<file path="src/rtl/fiu_pkg.sv">
package fiu_pkg;
  localparam int REG_W       = 16;
  localparam int MASTER_BIT  = 15;
  localparam int DONE_LSB    = 4;
  localparam int ERR_CMD_BIT = 10;
  localparam int ERR_OP_LSB  = 11;
  localparam int CFG_POL_BIT = 6;
  localparam int CFG_RDY_BIT = 7;
  localparam int CFG_RO_LSBS = 5;

  typedef enum logic [2:0] {
    SEL_INT  = 3'd0,
    SEL_ERR  = 3'd1,
    SEL_CFG1 = 3'd2,
    SEL_CFG2 = 3'd3,
    SEL_CMD  = 3'd4
  } reg_sel_e;
endpackage

</file>
<file path="src/rtl/fiu_int_reg.sv">
module fiu_int_reg
  import fiu_pkg::*;
#(
  parameter int               N_DONE   = 4,
  parameter logic [REG_W-1:0] COLD_VAL = 16'h8080,
  parameter logic [REG_W-1:0] WARM_VAL = 16'h8010
) (
  input  logic             clk_i,
  input  logic             rst_ni,
  input  logic             soft_rst_i,
  input  logic             wr_en_i,
  input  logic [REG_W-1:0] wdata_i,
  input  logic [N_DONE-1:0] op_done_i,
  input  logic             gen_done_i,
  output logic [REG_W-1:0] int_o,
  output logic             wipe_o
);
  logic [REG_W-1:0] int_q, set_v, and_v;

  always_comb begin
    set_v = '0;
    for (int i = 0; i < N_DONE; i++) set_v[DONE_LSB+i] = op_done_i[i];
    set_v[MASTER_BIT] = (|op_done_i) | gen_done_i;
  end

  assign and_v  = wr_en_i ? (int_q & wdata_i) : int_q;
  // wipe depends on the AND result only, not on same-cycle events
  assign wipe_o = wr_en_i & ~and_v[MASTER_BIT];

  always_ff @(posedge clk_i or negedge rst_ni) begin
    if (!rst_ni)         int_q <= COLD_VAL;
    else if (soft_rst_i) int_q <= WARM_VAL;
    else                 int_q <= and_v | set_v;
  end

  assign int_o = int_q;
endmodule

</file>
<file path="src/rtl/fiu_err_reg.sv">
module fiu_err_reg
  import fiu_pkg::*;
#(
  parameter int N_ERR = 3
) (
  input  logic             clk_i,
  input  logic             rst_ni,
  input  logic             soft_rst_i,
  input  logic             wipe_i,
  input  logic [N_ERR-1:0] op_err_i,
  input  logic             cmd_err_i,
  output logic [REG_W-1:0] err_o
);
  logic [REG_W-1:0] err_q, set_v;

  always_comb begin
    set_v = '0;
    for (int j = 0; j < N_ERR; j++) set_v[ERR_OP_LSB+j] = op_err_i[j];
    set_v[ERR_CMD_BIT] = (|op_err_i) | cmd_err_i;
  end

  always_ff @(posedge clk_i or negedge rst_ni) begin
    if (!rst_ni)         err_q <= '0;
    else if (soft_rst_i) err_q <= '0;
    else                 err_q <= (wipe_i ? '0 : err_q) | set_v;
  end

  assign err_o = err_q;
endmodule

</file>
<file path="src/rtl/fiu_cfg_reg.sv">
module fiu_cfg_reg
  import fiu_pkg::*;
#(
  parameter logic [REG_W-1:0] CFG1_INIT = 16'h40C0,
  parameter logic [REG_W-1:0] CFG2_INIT = 16'h0000
) (
  input  logic             clk_i,
  input  logic             rst_ni,
  input  logic             soft_rst_i,
  input  logic             wr_cfg1_i,
  input  logic             wr_cfg2_i,
  input  logic [REG_W-1:0] wdata_i,
  output logic [REG_W-1:0] cfg1_o,
  output logic [REG_W-1:0] cfg2_o,
  output logic             rdy_o
);
  logic [REG_W-1:0] cfg1_q, cfg2_q;
  logic             rdy_q;

  always_ff @(posedge clk_i or negedge rst_ni) begin
    if (!rst_ni) begin
      cfg1_q <= CFG1_INIT;
      cfg2_q <= CFG2_INIT;
      rdy_q  <= 1'b1;
    end else if (soft_rst_i) begin
      cfg1_q <= CFG1_INIT;
      cfg2_q <= CFG2_INIT;
      rdy_q  <= 1'b1;
    end else begin
      if (wr_cfg1_i) begin
        cfg1_q <= wdata_i;
        rdy_q  <= wdata_i[CFG_RDY_BIT];
      end
      if (wr_cfg2_i) cfg2_q <= wdata_i;
    end
  end

  assign cfg1_o = cfg1_q;
  assign cfg2_o = cfg2_q;
  assign rdy_o  = rdy_q;
endmodule

</file>
<file path="src/rtl/flash_irq_unit.sv">
module flash_irq_unit
  import fiu_pkg::*;
#(
  parameter int               ADDR_W    = 3,
  parameter int               N_DONE    = 4,
  parameter int               CMD_W     = 16,
  parameter logic [REG_W-1:0] COLD_INT  = 16'h8080,
  parameter logic [REG_W-1:0] WARM_INT  = 16'h8010,
  parameter logic [REG_W-1:0] CFG1_INIT = 16'h40C0,
  parameter logic [REG_W-1:0] CFG2_INIT = 16'h0000
) (
  input  logic              clk_i,
  input  logic              rst_ni,
  input  logic              soft_rst_i,
  input  logic              reg_we_i,
  input  logic [ADDR_W-1:0] reg_addr_i,
  input  logic [REG_W-1:0]  reg_wdata_i,
  output logic [REG_W-1:0]  reg_rdata_o,
  input  logic [N_DONE-1:0] op_done_i,
  input  logic              gen_done_i,
  input  logic [N_DONE-2:0] op_err_i,
  input  logic              cmd_err_i,
  output logic              irq_o,
  output logic              rdy_o,
  output logic              cmd_start_o,
  output logic [CMD_W-1:0]  cmd_code_o
);
  localparam int N_ERR = N_DONE - 1;
  localparam logic [REG_W-1:0] CFG1_RD_MASK = ~REG_W'((1 << CFG_RO_LSBS) - 1);

  logic             hit_int, hit_cfg1, hit_cfg2, hit_cmd, cmd_accept, wipe;
  logic [REG_W-1:0] int_q, err_q, cfg1_q, cfg2_q;
  logic [CMD_W-1:0] cmd_q;
  logic             cmd_start_q;

  assign hit_int  = reg_we_i && (reg_addr_i == ADDR_W'(SEL_INT));
  assign hit_cfg1 = reg_we_i && (reg_addr_i == ADDR_W'(SEL_CFG1));
  assign hit_cfg2 = reg_we_i && (reg_addr_i == ADDR_W'(SEL_CFG2));
  assign hit_cmd  = reg_we_i && (reg_addr_i == ADDR_W'(SEL_CMD));

  fiu_int_reg #(.N_DONE(N_DONE), .COLD_VAL(COLD_INT), .WARM_VAL(WARM_INT)) i_int (
    .clk_i(clk_i), .rst_ni(rst_ni), .soft_rst_i(soft_rst_i),
    .wr_en_i(hit_int), .wdata_i(reg_wdata_i),
    .op_done_i(op_done_i), .gen_done_i(gen_done_i),
    .int_o(int_q), .wipe_o(wipe)
  );

  fiu_err_reg #(.N_ERR(N_ERR)) i_err (
    .clk_i(clk_i), .rst_ni(rst_ni), .soft_rst_i(soft_rst_i),
    .wipe_i(wipe), .op_err_i(op_err_i), .cmd_err_i(cmd_err_i),
    .err_o(err_q)
  );

  fiu_cfg_reg #(.CFG1_INIT(CFG1_INIT), .CFG2_INIT(CFG2_INIT)) i_cfg (
    .clk_i(clk_i), .rst_ni(rst_ni), .soft_rst_i(soft_rst_i),
    .wr_cfg1_i(hit_cfg1), .wr_cfg2_i(hit_cfg2), .wdata_i(reg_wdata_i),
    .cfg1_o(cfg1_q), .cfg2_o(cfg2_q), .rdy_o(rdy_o)
  );

  // new command only after the previous completion was acknowledged
  assign cmd_accept = hit_cmd & ~int_q[MASTER_BIT] & ~soft_rst_i;

  always_ff @(posedge clk_i or negedge rst_ni) begin
    if (!rst_ni) begin
      cmd_q       <= '0;
      cmd_start_q <= 1'b0;
    end else begin
      cmd_start_q <= cmd_accept;
      if (cmd_accept) cmd_q <= CMD_W'(reg_wdata_i);
    end
  end

  always_comb begin
    unique case (reg_addr_i)
      ADDR_W'(SEL_INT):  reg_rdata_o = int_q;
      ADDR_W'(SEL_ERR):  reg_rdata_o = err_q;
      ADDR_W'(SEL_CFG1): reg_rdata_o = cfg1_q & CFG1_RD_MASK;
      ADDR_W'(SEL_CFG2): reg_rdata_o = cfg2_q;
      ADDR_W'(SEL_CMD):  reg_rdata_o = REG_W'(cmd_q);
      default:           reg_rdata_o = '0;
    endcase
  end

  assign irq_o       = int_q[MASTER_BIT] ^ ~cfg1_q[CFG_POL_BIT];
  assign cmd_start_o = cmd_start_q;
  assign cmd_code_o  = cmd_q;
endmodule

</file>
<file path="config.mk">
export PLATFORM = sky130hd
export DESIGN_NAME = flash_irq_unit
export DESIGN_NICKNAME = d
export VERILOG_FILES = /design/src/rtl/fiu_pkg.sv /design/src/rtl/fiu_int_reg.sv /design/src/rtl/fiu_err_reg.sv /design/src/rtl/fiu_cfg_reg.sv /design/src/rtl/flash_irq_unit.sv
export SDC_FILE = /design/constraint.sdc
export NUM_CORES = 1
export LEC_CHECK = 0
export BUFFER_PORTS_ARGS = -buffer_cell sky130_fd_sc_hd__buf_2
export CAP_MARGIN = 20
export CORE_MARGIN = 10
export CORE_UTILIZATION = 54
export DETAILED_ROUTE_END_ITERATION = 10
export MAX_ROUTING_LAYER = met4
export PLACE_DENSITY = 0.79
export SYNTH_ARGS = -nofsm -noshare
export SYNTH_HDL_FRONTEND = slang
export SYNTH_SLANG_ARGS = --single-unit
</file>
<file path="constraint.sdc">
create_clock -name clk_i -period 1.56 [get_ports clk_i]
set_input_delay 0.078 -clock clk_i [delete_from_list [all_inputs] [get_ports clk_i]]
set_output_delay 0.078 -clock clk_i [all_outputs]
set_load 0.005 [all_outputs]
</file>
# --- After elaboration in Yosys (flattened, before gate mapping) ---
# Cells that the tools add are included.
totals:
  output_inout_bits: 35
  regBits: 82
  inputBits: 32
op_classes:
  bitwise: 13
  muxes: 11
  eq_ne: 4
  n_reduce_logical: 9
ops:
  columns: ["op", "count"]
  rows:
  - ["16-bit two-way mux", 8]
  - ["16-bit case mux with 5 select lines", 1]
  - ["16-bit AND", 1]
  - ["16-bit by 14-bit OR with 16-bit output", 1]
  - ["16-bit OR", 1]
  - ["3-bit by 2-bit equality test with 1-bit output (second input constant)", 2]
  - ["1-bit logical AND", 4]
  - ["1-bit inverter", 4]
  - ["2-bit nonzero test", 2]
  - ["4-bit OR reduction", 1]
  - ["1-bit AND", 3]
  - ["3-bit by 1-bit equality test with 1-bit output (second input constant)", 1]
  - ["3-bit equality test (second input constant)", 1]
  - ["3-bit zero test", 1]
  - ["3-bit OR reduction", 1]
  - ["1-bit two-way mux", 2]
  - ["1-bit OR", 2]
  - ["1-bit bitwise XOR", 1]

# --- Depth between registers and ports, before layout ---
# Gate-level depths: netlist of run 1.
logic_depth:
  ltp_word: 8
  depth_mapped: 6

# --- By module ---
# A second synthesis of run 1 with hierarchy kept.
hier_totals:
  cells_unflattened: 304
  area_unflattened_um2: 3532.1
modules_own_cells:
  columns: ["mod", "seq_area_each_um2", "cells_each", "area_each_um2", "instances"]
  rows:
  - ["fiu_cfg_reg", 804.5, 104, 1332.5, 1]
  - ["flash_irq_unit", 425.4, 124, 1322.5, 1]
  - ["fiu_int_reg", 402.9, 47, 614.3, 1]
  - ["fiu_err_reg", 100.1, 29, 262.8, 1]

# --- Worst setup path before layout of run 1 ---
# No wires, ideal clock.
synth_path:
  path_kind: "reg-to-reg"
  startpoint: "reg i_int.int_q[15], in the netlist i_int.int_o[15]"
  endpoint: "reg cmd_q[10], in the netlist cmd_code_o[10]"
  t_required_ps: 1435
  slack_ps: 210
  path_stages_with_launch: 5
  arrival_time_ps: 1225
  synth_period_minus_slack_ps: 1350
  path_cell_list: "dfstp_2 -> nor2_1 -> nand3_4 -> buf_6 -> mux2_4"
synth_via:
  elab_chain_len: 3
synth_lines:
  columns: ["element", "line", "source"]
  rows:
  - ["start: declaration", "fiu_int_reg.sv:18", "logic [REG_W-1:0] int_q, set_v, and_v;"]
  - ["start signal: assignment", "fiu_int_reg.sv:33", "else int_q <= and_v | set_v;"]
  - ["1-bit inverter", "flash_irq_unit.sv:61", "assign cmd_accept = hit_cmd & ~int_q[MASTER_BIT] & ~soft_rst_i;"]
  - ["1-bit AND (2 in a row)", "flash_irq_unit.sv:61", null]
  - ["end signal: assignment", "flash_irq_unit.sv:69", "if (cmd_accept) cmd_q <= CMD_W'(reg_wdata_i);"]
  - ["end: declaration", "flash_irq_unit.sv:33", "logic [CMD_W-1:0] cmd_q;"]
# Every way passes these cells.
# A chain may end at the register's enable or synchronous reset.

# --- Final worst setup path of run 1 ---
layout_path:
  startpoint: "reg i_int.int_q[15], in the netlist i_int.int_o[15]"
  endpoint: "reg cmd_q[6], in the netlist cmd_code_o[6]"
# Same word-level chain as after synthesis.

==> flow_metrics.py, run 1 <==
metrics = {
    "cts": {
        "clock_latency_ps": 350,
        "clock-sinks": 64,
        "h-tree-depth": 3,
        "cts.clk_slew.worst_paths_ps": 70,
        "clock_tree.root_cell": "clkbuf_8",
        "cts_tree": "done",
        "cts_resized": 0,
        "cts_buffers": 9,
        "cts_setup_buffers": 0,
        "clockBufferDepth": 2,
    },
    "setup_path": {
        "start_kind": "flop",
        "crit_type": "reg -> reg",
        "path_max_fanout": 17,
        "path_buf_inv": 0,
        "cp.required_ps": 1790,
        "path_delay_family": "flip-flops",
        "worst_path_max_delay_cell": "dfstp_2",
        "cp.arrival_ps": 1720,
        "crit_chain": "nor2_1 -> nand3_4 -> mux2_2",
        "cp-end-kind": "flop",
        "max_stage_delay_ps": 600,
    },
    "logic_synthesis": {
        "yosysSeqAreaShare_pct": 51.15,
        "synth_cell_types": 37,
        "synth_top_area_share_pct": 46.97,
        "synth_top_area_cell": "dfrtp_1",
        "ys_async_sr_fraction_pct": 100.0,
        "synth-edff-count": 0,
        "synth_warnings": 0,
        "ys_top_cells_by_area": "dfrtp_1, mux2i_1, nand2_1",
        "ys_seq_elements": 64,
        "synthFlopType": "dfrtp_1",
        "synthCells": 301,
        "syn_nets": 333,
        "yosysMostFrequentCell": "dfrtp_1",
        "synth_area_sq_um": 3143,
        "syn_area_per_cell_sq_um": 10.44,
        "netlist_top_cells_count": "dfrtp_1, nand2_1, mux2i_1",
    },
    "timing": {
        "setup_viol": 0,
        "slew_headroom_pct": 55.24,
        "hold_viol": 0,
        "setup_tns_ps": 0,
        "postLayoutSetupSlackWorst_ps": 70.21,
        "rsz0062_at_grt": "no",
        "max_freq_ghz": 0.6712,
        "slew_viol_final": 0,
        "layout_worst_path_cycle_share_pct": 95.50,
        "worstMarginPinSlew_ps": 671.0,
        "clock-skew-final_ps": 7.289,
        "fin_crit_ps": 1490,
    },
    "final_layout": {
        "drive_gt1_share_pct": 31.12,
        "fillers": 427,
        "final_util_pct": 71.18,
        "n_antenna_cell": 0,
        "area.growth.synth_to_final_pct": 26.23,
        "multi_input_area_sq_um": 1390,
        "stdcell_count": 464,
        "seq_area_sq_um": 1608,
        "nets": 419,
    },
    "route": {
        "vias_per_cell": 5.670,
        "drt_iter0_markers": 162,
        "wl_per_cell_um": 17.74,
        "firstDrtPassIters": 4,
        "drt-total-wl_um": 8232,
        "vias": 2631,
        "postRouteAntennaNets": 0,
        "remaining_drc_errors": 0,
    },
    "die": {
        "coreArea_sq_um": 5574,
        "pin_count": 67,
        "dieHeight_um": 96.29,
        "die_w_um": 96.29,
        "start_util_pct": 56.39,
        "rows": 27,
        "die_area_sq_um": 9272,
    },
    "grt": {
        "grt_use_total_pct": 19.26,
        "grt_max_degree": 65,
        "overflow": 0,
        "grt_first_pass_wirelength_um": 13530,
        "grt_pass1_vias": 2851,
        "grt_antenna_before_repair": 0,
    },
    "placement": {
        "gp_congestion": 0.8317,
        "pre_cts_ws_ps": -14.04,
        "dp_hpwl_um": 5471,
        "dpl.cell_count": 432,
        "portBuffers": 66,
    },
    "hold_path": {
        "hold_path_class": "in -> reg",
    },
    "power_and_ir_drop": {
        "peakVddDrop_mv": 0.6140,
        "power_density_nw_per_um2": 953.4,
        "power_leakage_nw": 1.915,
    },
    "flow_run": {
        "drv_cap": 0,
    },
    "run_status": {
        "status": "completed",
    },
}
==> worst register-to-register path, delay by kind of cell (launching register included) <==
kind	cells	cell delay, ps
AND/OR/NAND/NOR	2	390
flip-flops	1	600
multiplexers	1	390
==> layout by cell type, fill, tap and decap left out, types with 2 or more instances in the layout <==
cell type / Yosys / layout
a211o_1: 3 / 3
a21oi_1: 19 / 19
a22oi_1: 5 / 5
buf_2: 5 / 66
buf_4: 2 / 13
bufinv_16: 0 / 3
clkbuf_8: 0 / 9
clkinv_2: 0 / 2
dfrtp_1: 59 / 59
dfstp_2: 5 / 5
dlygate4sd3_1: 0 / 17
inv_1: 7 / 7
mux2_2: 7 / 7
mux2_4: 9 / 9
mux2i_1: 23 / 23
nand2_1: 45 / 45
nand2b_1: 4 / 4
nand3b_1: 11 / 11
nor2_1: 22 / 22
nor2b_1: 3 / 3
nor3b_1: 11 / 11
nor4_1: 2 / 2
o211ai_1: 7 / 7
o21a_1: 4 / 4
o21ai_0: 16 / 16
o22ai_1: 4 / 4
==> per-stage QoR <==
stage	power (mW)	hold WS, ps	instance area (sq um)
2_1_floorplan	1.907	-217.6	3143
3_3_place_gp	2.071	116.4	3570
3_5_place_dp	2.079	118.4	3570
4_1_cts	3.790	4.189	3975
5_1_grt	3.913	4.077	3968
6_report	3.783	3.635	3968
==> kinds of logic (layout without fill, tap and decap cells) <==
kind of cell | after synthesis | count (layout) | synth area share, %
mux | 39 | 39 | 14.13
buf+inv | 29 | 120 | 4.618
flops | 64 | 64 | 51.15
compound gates | 61 | 61 | 11.74
simple gates | 107 | 107 | 18.07
xor+xnor | 1 | 1 | 0.2787
==> per-layer routing <==
metal | vias up | global-route usage, % | wire length, um
met5 | - | - | 0
met4 | 0 | 7.143 | 112
met3 | 12 | 3.969 | 545
met2 | 77 | 32.34 | 4094
met1 | 1326 | 22.27 | 3480
li1 | 1216 | - | -
==> where the power goes <==
part           switching, mW  internal, mW  leakage, nW
Combinational          0.205         0.159        0.941
Clock                  0.646          1.06        0.116
Sequential            0.0201          1.70        0.857
Total                  0.871          2.91         1.91
==> layout make-up <==
type                       count  share of cell area (%)
multi-input combinational    208                   35.04
timing repair buffer          97                   15.58
clock inverter                 6                   2.712
inverter                       7                  0.6623
tap                           72                   2.271
clock buffer                  10                   3.217
sequential                    64                   40.52
==> registers in the layout, summed over array words and instances, names as in the netlist <==
| name | count |
|---|---|
| cmd_code_o | 16 |
| i_cfg.cfg2_o | 16 |
| i_err.err_o | 4 |
| i_int.int_o | 16 |
| cmd_start_o | 1 |
| i_cfg.cfg1_o | 11 |
==> worst paths after layout <==
path / startpoint / endpoint / slack [ps] / cells past startpoint
max in group asynchronous: rst_ni / i_cfg.cfg1_o[7]$_DFFE_PN1P_ / 960 / 3
hold / removal: reg_wdata_i[3] / i_cfg.cfg2_o[3]$_DFFE_PN0P_ / 4 / 3
hold reg to reg: i_int.int_o[7]$_DFF_PN1_ / i_int.int_o[7]$_DFF_PN1_ / 500 / 2
min in group asynchronous: rst_ni / i_int.int_o[10]$_DFFE_PN0P_ / 280 / 3
setup reg to reg: i_int.int_o[15]$_DFF_PN1_ / cmd_code_o[6]$_DFFE_PN0P_ / 70 / 3
setup / recovery: i_int.int_o[15]$_DFF_PN1_ / cmd_code_o[6]$_DFFE_PN0P_ / 70 / 3
==> what timing repair did <==
| item | 4_1_cts | 5_1_grt |
|---|---|---|
| endpoints found under the hold margin | 76 | 0 |
| endpoints found under the setup margin | 0 | 1 |
| hold buffers | 17 | 0 |
No activity file was read; power rests on OpenSTA's default activity.
==> inputs of run 2 (changes only) <==
--- a/config.mk
+++ b/config.mk
@@ -11,7 +11,7 @@
 export CORE_UTILIZATION = 54
 export DETAILED_ROUTE_END_ITERATION = 10
 export MAX_ROUTING_LAYER = met4
-export PLACE_DENSITY = 0.79
+export PLACE_DENSITY_LB_ADDON = 0.08
 export SYNTH_ARGS = -nofsm -noshare
 export SYNTH_HDL_FRONTEND = slang
 export SYNTH_SLANG_ARGS = --single-unit
==> flow_metrics.py, run 2 (synthesis gave the netlist of run 1 again) <==
metrics = {
    "run_status": {
        "status": "completed",
    },
    "power_and_ir_drop": {
        "power_mw": 3.391,
        "power_leakage_nw": 1.929,
        "power_density_nw_per_um2": 850.1,
        "peakVddDrop_mv": 0.5704,
    },
    "timing": {
        "hold_viol": 0,
        "setup_viol": 0,
        "rsz0062_at_grt": "no",
        "slew_viol_final": 0,
        "clock-skew-final_ps": 5.604,
        "worstMarginPinSlew_ps": 506.6,
        "slew_headroom_pct": 66.23,
        "setup_tns_ps": 0,
        "layout_worst_path_cycle_share_pct": 96.97,
        "max_freq_ghz": 0.6611,
        "fin_crit_ps": 1513,
        "holdWs_ps": 7.608,
    },
    "grt": {
        "grt_pass1_vias": 2609,
        "busiest_layer": "met2",
        "grt_first_pass_wirelength_um": 13210,
        "grt_antenna_before_repair": 0,
        "grt_util_met2_pct": 28.98,
        "overflow": 0,
        "grt_use_total_pct": 18.88,
        "grt_max_degree": 65,
        "use_met3_pct": 3.580,
        "grtUsageMet1_pct": 24.37,
    },
    "die": {
        "die_w_um": 96.29,
        "coreArea_sq_um": 5574,
        "dieHeight_um": 96.29,
        "pin_count": 67,
        "die_area_sq_um": 9272,
        "rows": 27,
        "start_util_pct": 56.39,
    },
    "setup_path": {
        "cp.arrival_ps": 1430,
        "endpoint": "reg_rdata_o[15]",
        "timing.rr.end": "cmd_code_o[6]$_DFFE_PN0P_",
        "crit_start": "i_int.int_o[15]$_DFF_PN1_",
        "r2r_cells": 3,
        "rrSetupSlack_ps": 120,
        "crit-reg2reg-launch": "i_int.int_o[15]$_DFF_PN1_",
        "path_max_fanout": 5,
        "start_kind": "flop",
        "crit_type": "reg -> out",
        "cp-end-kind": "output port",
        "cp.required_ps": 1480,
    },
    "final_layout": {
        "stdcell_count": 471,
        "final_common_cell": "buf_2",
        "area.growth.synth_to_final_pct": 26.91,
        "layout_common_cells": "buf_2, dfrtp_1, nand2_1",
        "drive_gt1_share_pct": 31.58,
        "n_antenna_cell": 0,
        "nets": 426,
    },
    "placement": {
        "dp_hpwl_um": 5477,
        "dpl.cell_count": 433,
        "gp_congestion": 0.8214,
        "portBuffers": 66,
    },
    "cts": {
        "clock_tree.root_cell": "clkbuf_8",
        "clock-sinks": 64,
        "clockBufferDepth": 2,
        "cts.clk_slew.worst_paths_ps": 70,
        "cts_buffers": 9,
        "cts_tree": "done",
        "h-tree-depth": 3,
        "clock_latency_ps": 340,
    },
    "route": {
        "vias_per_cell": 5.548,
        "postRouteAntennaNets": 0,
        "firstDrtPassIters": 4,
        "drt_iter0_markers": 160,
        "vias": 2613,
        "drt-total-wl_um": 8126,
        "remaining_drc_errors": 0,
        "wl_per_cell_um": 17.25,
    },
    "hold_path": {
        "hold_path_class": "in -> reg",
    },
    "flow_run": {
        "drv_cap": 0,
    },
}
==> run 2: cell types whose count changed in the layout (fill, tap and decap cells not counted) <==
cell / delta
clkinvlp_4: -1
buf_4: +3
dlygate4sd3_1: +3
clkinv_2: +1
clkbuf_8: +3
buf_12: +1
bufinv_16: -3
==> run 2: how the worst min path moves through the flow <==
stage / start / to / slack, ps / cells past startpoint
after floorplan: rst_ni / cmd_code_o[0]$_DFFE_PN0P_ / -220 / 0
after global placement: rst_ni / cmd_code_o[12]$_DFFE_PN0P_ / 120 / 2
after detailed placement: rst_ni / cmd_code_o[12]$_DFFE_PN0P_ / 120 / 2
after CTS: reg_wdata_i[12] / i_cfg.cfg2_o[12]$_DFFE_PN0P_ / 0.6 / 3
after global routing: op_err_i[2] / i_err.err_o[13]$_DFF_PN0_ / 0.5 / 3
final: op_err_i[2] / i_err.err_o[13]$_DFF_PN0_ / 8 / 3
==> run 2: timing repair <==
action                                 CTS  global route
hold buffers                            20             0
resized for setup                        0             0
buffers inserted                         0             3
endpoints found under the hold margin   79             0
setup endpoints to repair                0             1
==> run 2: where the power goes <==
group / switching [mW] / total, mW / internal [mW] / leakage [nW]
clock: 0.604 / 1.30 / 0.699 / 0.0992
combinational: 0.205 / 0.371 / 0.166 / 0.972
sequential: 0.0193 / 1.72 / 1.70 / 0.857
==> run 2: critical path: stages (launching register included) <==
cell and delay, ps:
dfstp_2 570, mux2i_1 80, o211ai_1 280, buf_2 180
==> run 2: layer usage <==
layer | share of wire [%] | wire length (um)
met4 | 1.7 | 140
met2 | 48 | 3891
met3 | 5.8 | 469
met1 | 45 | 3624
met5 | 0 | 0
==> run 2: layout make-up <==
type / instances / area [sq um]
Clock inverter: 3 / 15.01
Fill cell: 453 / 1585
Multi-Input combinational cell: 208 / 1390
Tap cell: 72 / 90.09
Timing Repair Buffer: 104 / 690.7
Sequential cell: 64 / 1608
Inverter: 7 / 26.28
Clock buffer: 13 / 168.9
==> run 2: per-stage QoR <==
stage,utilization [%],worst slack (ps),area [sq um]
after floorplan,-,210.1,3143
after global placement,64.40,174.4,3590
after detailed placement,64.40,139.8,3590
after CTS,71.29,9.240,3974
after global routing,71.56,9.256,3989
final,71.56,47.28,3989
==> inputs of run 3 (changes only) <==
--- a/config.mk
+++ b/config.mk
@@ -12,6 +12,7 @@
 export DETAILED_ROUTE_END_ITERATION = 10
 export MAX_ROUTING_LAYER = met4
 export PLACE_DENSITY_LB_ADDON = 0.08
+export REMOVE_ABC_BUFFERS = 1
 export SYNTH_ARGS = -nofsm -noshare
 export SYNTH_HDL_FRONTEND = slang
 export SYNTH_SLANG_ARGS = --single-unit
==> flow_metrics.py, run 3 (synthesis gave the netlist of run 1 again) <==
metrics = {
    "cts": {
        "clock_latency_ps": 350,
        "cts_setup_buffers": 0,
        "clockBufferDepth": 2,
        "clock_tree.root_cell": "clkbuf_8",
        "h-tree-depth": 3,
        "cts_buffers": 9,
        "clock-sinks": 64,
        "cts.clk_slew.worst_paths_ps": 70,
        "cts_tree": "done",
    },
    "hold_path": {
        "hold_path_class": "in -> reg",
        "worstHoldEndpoint": "i_cfg.cfg2_o[10]$_DFFE_PN0P_",
        "min_from": "reg_wdata_i[10]",
        "hold_depth": 3,
    },
    "die": {
        "rows": 27,
        "pin_count": 67,
        "die_area_sq_um": 9272,
        "die_w_um": 96.29,
        "start_util_pct": 56.39,
        "dieHeight_um": 96.29,
        "coreArea_sq_um": 5574,
    },
    "final_layout": {
        "n_antenna_cell": 0,
        "layout_common_cells": "buf_2, dfrtp_1, nand2_1",
        "nets": 427,
        "final_common_cell": "buf_2",
        "stdcell_area_sq_um": 4069,
        "stdcell_count": 472,
        "final_util_pct": 73.00,
        "drive_gt1_share_pct": 31.00,
        "area.growth.synth_to_final_pct": 29.46,
    },
    "timing": {
        "clock-skew-final_ps": 6.940,
        "hold_viol": 0,
        "layout_worst_path_cycle_share_pct": 97.05,
        "worstMarginPinSlew_ps": 511.4,
        "setup_viol": 0,
        "fin_crit_ps": 1514,
        "rsz0062_at_grt": "no",
        "setup_tns_ps": 0,
        "slew_headroom_pct": 65.91,
        "postLayoutSetupSlackWorst_ps": 46.07,
        "max_freq_ghz": 0.6605,
        "holdWs_ps": 14.85,
        "slew_viol_final": 0,
    },
    "route": {
        "firstDrtPassIters": 4,
        "remaining_drc_errors": 0,
        "postRouteAntennaNets": 0,
        "vias_per_cell": 5.468,
        "vias": 2581,
        "drt-total-wl_um": 8423,
        "drt_iter0_markers": 179,
        "wl_per_cell_um": 17.85,
    },
    "setup_path": {
        "crit_type": "reg -> out",
        "start_kind": "flop",
        "timing.rr.end": "cmd_code_o[12]$_DFFE_PN0P_",
        "r2r_cells": 3,
        "rrSetupSlack_ps": 140,
        "cp-end-kind": "output port",
        "crit-reg2reg-launch": "i_int.int_o[15]$_DFF_PN1_",
        "path_max_fanout": 4,
        "cp.arrival_ps": 1440,
        "cp.required_ps": 1480,
    },
    "run_status": {
        "status": "completed",
    },
    "grt": {
        "grt_antenna_before_repair": 0,
        "grt_first_pass_wirelength_um": 13770,
        "grt_pass1_vias": 2721,
        "grt_use_total_pct": 19.92,
        "overflow": 0,
        "grt_max_degree": 65,
    },
    "placement": {
        "dpl.cell_count": 432,
        "dp_hpwl_um": 5585,
        "portBuffers": 66,
        "pre_cts_ws_ps": 82.66,
        "gp_congestion": 0.7943,
        "detailed_place.area_sq_um": 3582,
    },
    "power_and_ir_drop": {
        "peakVddDrop_mv": 0.9513,
        "power_leakage_nw": 1.957,
        "power_density_nw_per_um2": 949.5,
        "power_mw": 3.863,
    },
    "flow_run": {
        "drv_cap": 0,
    },
}
==> run 3: cell types whose count changed in the layout (fill, tap and decap cells not counted) <==
| cell | change |
|---|---|
| and2_1 | -1 |
| and2_2 | +1 |
| buf_4 | -3 |
| bufinv_16 | +3 |
| clkbuf_8 | -2 |
| clkinv_2 | -2 |
| clkinv_4 | +1 |
| dlygate4sd3_1 | +4 |
==> run 3: critical path, stage by stage, from the launching register on <==
cell      delay [ps]
dfstp_2          530
buf_4            140
mux2i_1           70
o211ai_1         200
buf_2            160
==> run 3: worst max path at each step <==
stage,startpoint,to,slack [ps],depth (start not counted)
floorplan,i_int.int_o[15]$_DFF_PN1_,cmd_code_o[0]$_DFFE_PN0P_,230,3
global placement,reg_addr_i[1],i_int.int_o[6]$_DFF_PN0_,90,5
detailed placement,reg_addr_i[1],i_int.int_o[5]$_DFF_PN0_,80,5
CTS,i_int.int_o[15]$_DFF_PN1_,reg_rdata_o[15],30,4
global route,i_int.int_o[15]$_DFF_PN1_,reg_rdata_o[15],2,4
finish,i_int.int_o[15]$_DFF_PN1_,reg_rdata_o[15],50,4
==> run 3: metal layers <==
| metal | GRT usage [%] | share of wire (%) | vias to the layer above |
|---|---|---|---|
| met5 | - | 0 | - |
| met4 | 9.201 | 1.6 | 0 |
| met3 | 4.280 | 6.3 | 13 |
| met2 | 29.99 | 49 | 78 |
| met1 | 25.17 | 43 | 1253 |
| li1 | - | - | 1237 |
==> run 3: layout make-up <==
cell class                      instances  area (sq um)
Timing Repair Buffer                  105         708.2
Inverter                                7         26.28
Sequential cell                        64          1608
Fill cell                             424          1505
Multi-Input combinational cell        208          1391
Clock inverter                          5         103.9
Tap cell                               72         90.09
Clock buffer                           11         141.4
==> run 3: repair_timing <==
item	in CTS	in global routing
gates resized for setup	0	1
setup endpoints to repair	0	1
hold endpoints to repair	87	0
hold buffers	24	0
==> run 3: where the power goes <==
part / internal [mW] / switching, mW
registers: 1.70 / 0.0198
logic: 0.172 / 0.209
clock network: 1.11 / 0.660
total: 2.97 / 0.889
